**src/rtl/bsaPkg.sv**
```systemverilog
package bsaPkg;
  typedef enum logic [1:0] {
    ST_IDLE = 2'd0,
    ST_RUN  = 2'd1,
    ST_DONE = 2'd2
  } ctrlState_t;

  typedef struct packed {
    logic load;   // capture operands, clear carry
    logic shift;  // one add cycle
  } strobe_t;
endpackage

```
**src/rtl/fullAdderBit.sv**
```systemverilog
module fullAdderBit (
  input  logic x,
  input  logic y,
  input  logic cin,
  output logic s
);
  assign s = x ^ y ^ cin;
endmodule

```
**src/rtl/jkCarry.sv**
```systemverilog
module jkCarry (
  input  logic clk,
  input  logic rstN,
  input  logic clear,
  input  logic enable,
  input  logic j,
  input  logic k,
  output logic q
);
  always_ff @(posedge clk) begin
    if (!rstN || clear) begin
      q <= 1'b0;
    end else if (enable) begin
      unique case ({j, k})
        2'b10:   q <= 1'b1;
        2'b01:   q <= 1'b0;
        2'b11:   q <= ~q;
        default: q <= q;
      endcase
    end
  end
endmodule

```
**src/rtl/bsaDatapath.sv**
```systemverilog
module bsaDatapath
  import bsaPkg::*;
#(
  parameter int WIDTH = 4
) (
  input  logic             clk,
  input  logic             rstN,
  input  strobe_t          strobe,
  input  logic [WIDTH-1:0] opA,
  input  logic [WIDTH-1:0] opB,
  output logic [WIDTH-1:0] regA,
  output logic [WIDTH-1:0] regB,
  output logic             carry
);
  logic xBit, yBit, sumBit;

  assign xBit = regA[0];
  assign yBit = regB[0];

  fullAdderBit fa_i (
    .x  (xBit),
    .y  (yBit),
    .cin(carry),
    .s  (sumBit)
  );

  jkCarry carry_i (
    .clk   (clk),
    .rstN  (rstN),
    .clear (strobe.load),
    .enable(strobe.shift),
    .j     (xBit & yBit),
    .k     (~xBit & ~yBit),
    .q     (carry)
  );

  always_ff @(posedge clk) begin
    if (!rstN) begin
      regA <= '0;
      regB <= '0;
    end else if (strobe.load) begin
      regA <= opA;
      regB <= opB;
    end else if (strobe.shift) begin
      regA <= {sumBit, regA[WIDTH-1:1]};
      regB <= {1'b0, regB[WIDTH-1:1]};
    end
  end
endmodule

```
**src/rtl/bsaControl.sv**
```systemverilog
module bsaControl
  import bsaPkg::*;
#(
  parameter int WIDTH = 4
) (
  input  logic    clk,
  input  logic    rstN,
  input  logic    start,
  output strobe_t strobe,
  output logic    running,
  output logic    done
);
  localparam int CNT_W = (WIDTH > 2) ? $clog2(WIDTH) : 1;
  localparam logic [CNT_W-1:0] LAST = CNT_W'(WIDTH - 1);

  ctrlState_t state;
  logic [CNT_W-1:0] cycleCnt;

  assign running = (state == ST_RUN);
  assign done    = (state == ST_DONE);

  always_comb begin
    strobe       = '0;
    strobe.load  = start && (state != ST_RUN);
    strobe.shift = (state == ST_RUN);
  end

  always_ff @(posedge clk) begin
    if (!rstN) begin
      state    <= ST_IDLE;
      cycleCnt <= '0;
    end else if (strobe.load) begin
      state    <= ST_RUN;
      cycleCnt <= '0;
    end else if (state == ST_RUN) begin
      if (cycleCnt == LAST) state <= ST_DONE;
      cycleCnt <= cycleCnt + 1'b1;
    end
  end
endmodule

```
**src/rtl/bitSerialAdder.sv**
```systemverilog
module bitSerialAdder
  import bsaPkg::*;
#(
  parameter int WIDTH = 4
) (
  input  logic             clk,
  input  logic             rstN,
  input  logic             start,
  input  logic [WIDTH-1:0] opA,
  input  logic [WIDTH-1:0] opB,
  output logic [WIDTH-1:0] sum,
  output logic             carryOut,
  output logic             done
);
  strobe_t strobe;
  logic running;
  logic [WIDTH-1:0] bReg;

  bsaControl #(.WIDTH(WIDTH)) ctrl_i (
    .clk    (clk),
    .rstN   (rstN),
    .start  (start),
    .strobe (strobe),
    .running(running),
    .done   (done)
  );

  bsaDatapath #(.WIDTH(WIDTH)) dp_i (
    .clk   (clk),
    .rstN  (rstN),
    .strobe(strobe),
    .opA   (opA),
    .opB   (opB),
    .regA  (sum),
    .regB  (bReg),
    .carry (carryOut)
  );
endmodule

```
**config.mk**
```make
export PLATFORM = sky130hd
export DESIGN_NAME = bitSerialAdder
export DESIGN_NICKNAME = d
export VERILOG_FILES = /design/src/rtl/bsaPkg.sv /design/src/rtl/fullAdderBit.sv /design/src/rtl/jkCarry.sv /design/src/rtl/bsaDatapath.sv /design/src/rtl/bsaControl.sv /design/src/rtl/bitSerialAdder.sv
export SDC_FILE = /design/constraint.sdc
export NUM_CORES = 1
export LEC_CHECK = 0
export BUFFER_PORTS_ARGS = -buffer_cell sky130_fd_sc_hd__buf_2
export CORE_UTILIZATION = 30
export DETAILED_ROUTE_END_ITERATION = 7
export PLACE_DENSITY = 0.64
export SLEW_MARGIN = 30
export SYNTH_ARGS = -nofsm -noshare
export SYNTH_HDL_FRONTEND = slang
export SYNTH_SLANG_ARGS = --single-unit
```
**constraint.sdc**
```tcl
create_clock -name clk -period 1.15 [get_ports clk]
set_input_delay 0.23 -clock clk [delete_from_list [all_inputs] [get_ports clk]]
set_output_delay 0.23 -clock clk [all_outputs]
set_load 0.01 [all_outputs]
```
=== After elaboration in Yosys (flattened, before gate mapping) ===
Cells that the tools add are included.

* Add/sub/neg operators: 1
* Multiply operators: 0
* Bitwise operators: 8
* Div/mod/pow operators: 0
* $lt $le $gt $ge: 0
* Shifts and indexed selects: 0
* Equality and inequality tests: 7
* Reductions and logical operators: 10
* Muxes and demuxes: 8

{| class="wikitable"
|+ Operators by type and width
! cell !! number
|-
| $mux 4 || 4
|-
| $eq 2x2->1 const B || 4
|-
| $reduce_and 2->1 || 3
|-
| $eq 2x1->1 const B || 2
|-
| $not 1->1 || 4
|-
| $reduce_bool 2->1 || 2
|-
| $mux 1 || 3
|-
| $pmux 1 s3 || 1
|-
| $reduce_bool 3->1 || 1
|-
| $add 2x1->2 const B || 1
|-
| $and 1x1->1 || 2
|-
| $ne 2x1->1 const B || 1
|-
| $reduce_or 2->1 || 1
|-
| $xor 1x1->1 || 2
|-
| $logic_and 1x1->1 || 1
|-
| $logic_not 1->1 || 1
|-
| $logic_or 1x1->1 || 1
|}

* Bits of input ports: 11
* Register bits after elaboration: 13
* ROM bits: 0
* Logic and storage cells: 40
* Memories: 0
* Output and inout port bits: 6
* Bits in latches: 0
* RAM bits: 0

=== Longest topological paths before layout ===
* Word-level depth: 5
* Depth in mapped cells: 5
* Depth with buffers taken out: 5

=== By module ===
Synthesis repeated with hierarchy kept, for this count alone.

* Cells, all modules: 63
* Area, all modules: 703.2 µm²

{| class="wikitable"
|+ Modules (own cells, without submodules)
! module !! area an instance (µm²) !! sequential area each (µm²) !! times used !! cells each
|-
| bsaDatapath || 429.2 || 160.2 || 1 || 37
|-
| bsaControl || 207.7 || 80.1 || 1 || 21
|-
| jkCarry || 42.5 || 20.0 || 1 || 4
|-
| fullAdderBit || 23.8 || 0.0 || 1 || 1
|}

=== Worst setup path before layout ===
OpenSTA, ideal clock, no wires.

* Kind: reg2reg
* Start: register dp_i.regA[0]
* End: register dp_i.carry_i.q
* Slack: -0.069 ns
* Buffers on the path: 0
* Cell stages (with the launch flop): 5
* Library setup time: 0.074 ns
* Required time: 1.076 ns
* Data arrival time: 1.145 ns
* Period minus slack after synthesis: 1.219 ns
* Cells stage by stage: dfxtp_1 -> inv_1 -> ha_1 -> or3_1 -> a31oi_1

* Cells in the longest elaborated chain, start to end: 5
* Elaborated cells between the ends (all ways): 9
* Classes of those cells: eq/ne (3); mux (1); bitwise (3); reduce/logical (2)

{| class="wikitable"
|+ RTL lines
! item !! line !! RTL
|-
| start: declaration || bsaDatapath.sv:11 || <nowiki>output logic [WIDTH-1:0] regA,</nowiki>
|-
| start signal: assignment || bsaDatapath.sv:42 || <nowiki>regA <= opA;</nowiki>
|-
| start signal: assignment || bsaDatapath.sv:45 || <nowiki>regA <= {sumBit, regA[WIDTH-1:1]};</nowiki>
|-
| $not 1->1 || bsaDatapath.sv:33 || <nowiki>.k (~xBit & ~yBit),</nowiki>
|-
| $and 1x1->1 || bsaDatapath.sv:33 ||
|-
| $eq 2x2->1 / $eq 2x1->1 (equally long branches) || jkCarry.sv:14 || <nowiki>unique case ({j, k})</nowiki>
|-
| $reduce_bool 3->1 (no source line) || - ||
|-
| $reduce_and 2->1 (no source line) || - ||
|-
| end signal: assignment || jkCarry.sv:17 || <nowiki>2'b11: q <= ~q;</nowiki>
|-
| end signal: assignment || jkCarry.sv:18 || <nowiki>default: q <= q;</nowiki>
|-
| end: declaration || jkCarry.sv:8 || <nowiki>output logic q</nowiki>
|}

Parallel ways exist; a longest one is shown, timed or not.
A chain may end at the register's enable or synchronous reset.

=== Worst setup path after layout ===
Same ends and word-level chain as after synthesis.

==> flow_summary_export.csv <==
group,metric,value,unit
worst_hold_path,hold_path_startpoint,"opB[3]",
logic_synthesis,synth_edf_count,0,
sta,skew,0.00358,ns
setup_path,crit_type,"reg2reg",
drt,routed_wl,1210,um
clock_network,numClockSinks,13,
drt,ant_nets,0,
setup_path,reg2reg_slack,0.009,ns
floorplan,dieArea,2230,sq um
floorplan,initial_core_util,0.337,
logic_synthesis,synth_area_leaders,"dfxtp_1, mux2i_1, a211oi_1, nor2_1, ha_1",
power,power,0.957,mW
logic_synthesis,postSynth.asyncResetShare,0,
clock_network,hold_buffers,0,
drt,routedWlPerCell,11.2,um
logic_synthesis,synth_mux_area_frac,0.0980,
setup_path,crit_chain,"inv_2 -> ha_4 -> or3_1 -> a31oi_1",
drt,first_pass_iters,4,
logic_synthesis,syn_area,613,sq um
setup_path,rr_endpoint,"dp_i.carry_i.q$_SDFFE_PP0P_",
flow_run,drv_cap,0,
clock_network,htreeDepth,1,
setup_path,rr_startpoint,"dp_i.regA[0]$_SDFFE_PN0P_",
placed_design,dp_hpwl,864,um
logic_synthesis,synthXorXnorAreaFrac,0.0143,
floorplan,die_x,47.2,um
logic_synthesis,ys_seq_area_frac,0.424,
sta,rsz0062_at_grt,"true",
sta,fmax,877,MHz
clock_network,cts_tree,"done",
logic_synthesis,syn_nets,79,
drt,first_iter_violations,2,
power,ir_drop,0.000522,V
sta,slew_headroom,0.784,
sta,hold_violations,0,
logic_synthesis,yosysMostFrequentCell,"dfxtp_1",
setup_path,cp_slowest_stage_delay,0.34,ns
final_layout,drive_gt1_frac,0.325,
logic_synthesis,synth_compound_area_frac,0.169,
clock_network,cts_root_buffer,"clkbuf_4",
sta,setup_viol,0,
clock_network,clkTransAtPathRegs,0.08,ns
worst_hold_path,min_to,"dp_i.regB[3]$_SDFFE_PN0P_",
logic_synthesis,synth_top_family_by_area,"simple AND/OR/NAND/NOR gates",
global_route,grtUsageTotal,0.127,
global_route,grt_overflow,0,
logic_synthesis,ys.flop_type,"dfxtp_1",
floorplan,boundaryPins,17,
drt,drt-vias-per-instance,4.72,
setup_path,worst_setup_path_start_kind,"flip-flop",
drt,drc_errors,0,
logic_synthesis,yosys.area_share.simple,0.176,
power,p_per_area,1280,nW/um^2
logic_synthesis,ys_warn_count,0,
sta,slew_violations,0,
setup_path,required,1.36,ns
worst_hold_path,hold_depth,3,
global_route,first_global_vias,456,
floorplan,rows,15,
setup_path,rr_worst_depth,4,
final_layout,fin_cells,108,
global_route,grt_max_degree,16,
logic_synthesis,yosysTopAreaCellShare,0.424,
clock_network,clock_latency,0.27,ns
global_route,grt_pass1_wl,1960,um
clock_network,cts_buffers,3,
sta,finalCritPeriodShare,0.992,
power,p_leak,0.352,nW
logic_synthesis,yosysTopAreaCell,"dfxtp_1",
placed_design,dpl.cell_count,104,
setup_path,worstPathArrival,1.35,ns
setup_path,cp_slowest_cell,"dfxtp_2",
clock_network,post_cts_buffers,0,
floorplan,core,1820,sq um
final_layout,nFillCells,206,
sta,fin_crit,1.14,ns
setup_path,path_max_fanout,3,
clock_network,cts_buffer_depth,2,
worst_hold_path,min_path_type,"in2reg",
outcome,outcome,"finished, final reports clean",
logic_synthesis,synth_cells,66,
final_layout,nNetsFinal,97,
sta,worst_pin_slew,0.324,ns
global_route,antenna_found_initial,0,
sta,hold_ws,0.221,ns
placed_design,place_congestion,0.703,
logic_synthesis,synth_seq_cells,13,
placed_design,portBuffers,16,
setup_path,crit_path_end_kind,"flip-flop",
final_layout,antenna_cells,0,
logic_synthesis,ys_types,22,
drt,vias,510,
final_layout,syn_to_final_growth,21.8,%
floorplan,fp.dieH,47.2,um
logic_synthesis,ys_top_cells_by_count,"dfxtp_1, nor2_1, mux2i_1",
logic_synthesis,avgSynthCellArea,9.29,sq um
logic_synthesis,synthAdderAreaFrac,0.0408,
[worst max path at each step]
| stage | start | to | cells past startpoint | slack [ns] |
|---|---|---|---|---|
| 2_1_floorplan | dp_i.regA[0]$_SDFFE_PN0P_ | dp_i.carry_i.q$_SDFFE_PP0P_ | 4 | 0.003 |
| 3_3_place_gp | dp_i.regA[0]$_SDFFE_PN0P_ | dp_i.carry_i.q$_SDFFE_PP0P_ | 4 | -0.009 |
| 3_5_place_dp | dp_i.regA[0]$_SDFFE_PN0P_ | dp_i.carry_i.q$_SDFFE_PP0P_ | 4 | -0.03 |
| 4_1_cts | dp_i.regA[0]$_SDFFE_PN0P_ | dp_i.carry_i.q$_SDFFE_PP0P_ | 4 | 0.008 |
| 5_1_grt | dp_i.regA[0]$_SDFFE_PN0P_ | dp_i.carry_i.q$_SDFFE_PP0P_ | 4 | -0.04 |
| 6_report | dp_i.regA[0]$_SDFFE_PN0P_ | dp_i.carry_i.q$_SDFFE_PP0P_ | 4 | 0.009 |
[cell usage in the layout, fill, tap and decap left out, types with 2 or more instances in the layout]
cell type,n
mux2i_1,6
o211ai_1,2
a21oi_1,4
nand2_1,4
buf_2,16
nor2_1,7
nand2b_1,2
inv_2,2
dfxtp_2,2
dfxtp_1,11
nand3b_1,3
clkbuf_4,3
buf_4,2
o211a_1,2
a211oi_1,5
[flip-flops by register name, indices dropped and copies added (netlist names)]
name,count
ctrl_i.cycleCnt,2
ctrl_i.state,2
dp_i.carry_i.q,1
dp_i.regA,4
dp_i.regB,4
[worst max-delay path: cells and delay by family (launching register included)]
family,cells,cell delay [ns]
adder cells (fa/ha/maj),1,0.24
AND/OR/NAND/NOR,1,0.34
AO/OA/AOI/OAI,1,0.12
flip-flops,1,0.34
buffers and inverters,1,0.05
[layout make-up]
cell class | instances | area, sq um | share of cell area
Tap cell | 25 | 31.3 | 0.0419
Sequential cell | 13 | 263 | 0.352
Multi-Input combinational cell | 45 | 320 | 0.429
Inverter | 3 | 11.3 | 0.0151
Timing Repair Buffer | 18 | 95.1 | 0.127
Clock buffer | 4 | 26.3 | 0.0352
[power breakdown]
group / internal [mW] / switching [mW] / total [mW]
clock network: 0.134 / 0.148 / 0.283
logic: 0.0819 / 0.0868 / 0.169
registers: 0.483 / 0.0224 / 0.505
total: 0.699 / 0.258 / 0.957
[cells by family (layout without fill, tap and decap cells)]
group | count (synthesis) | after routing
XOR/XNOR | 1 | 1
multiplexers | 6 | 6
AND/OR/NAND/NOR | 21 | 21
AO/OA/AOI/OAI | 15 | 15
flip-flops | 13 | 13
adder cells (fa/ha/maj) | 2 | 2
buffers and inverters | 8 | 25
[through the flow]
stage,utilization,instance area [sq um],setup TNS [ns],worst slack [ns]
after floorplan,-,626,0,0.00299
after global placement,0.393,716,-0.00869,-0.00869
after detailed placement,0.393,716,-0.0322,-0.0322
after CTS,0.408,743,0,0.00803
after global routing,0.410,747,-0.0446,-0.0387
final,0.410,747,0,0.00925
[repair_timing]
item,4_1_cts,5_1_grt
endpoints found under the setup margin,1,3
gates resized for setup,1,3
pin swaps,1,1
hold endpoints to repair,0,0
[routing by layer]
metal | vias to the layer above | share of wire | routed length [um] | track usage
li1 | 264 | - | - | -
met1 | 225 | 0.50 | 606 | 0.175
met2 | 19 | 0.42 | 510 | 0.178
met3 | 2 | 0.063 | 76 | 0.0346
met4 | 0 | 0.010 | 12 | 0.0686
met5 | - | 0 | 0 | 0
No activity file was read; power rests on OpenSTA's default activity.
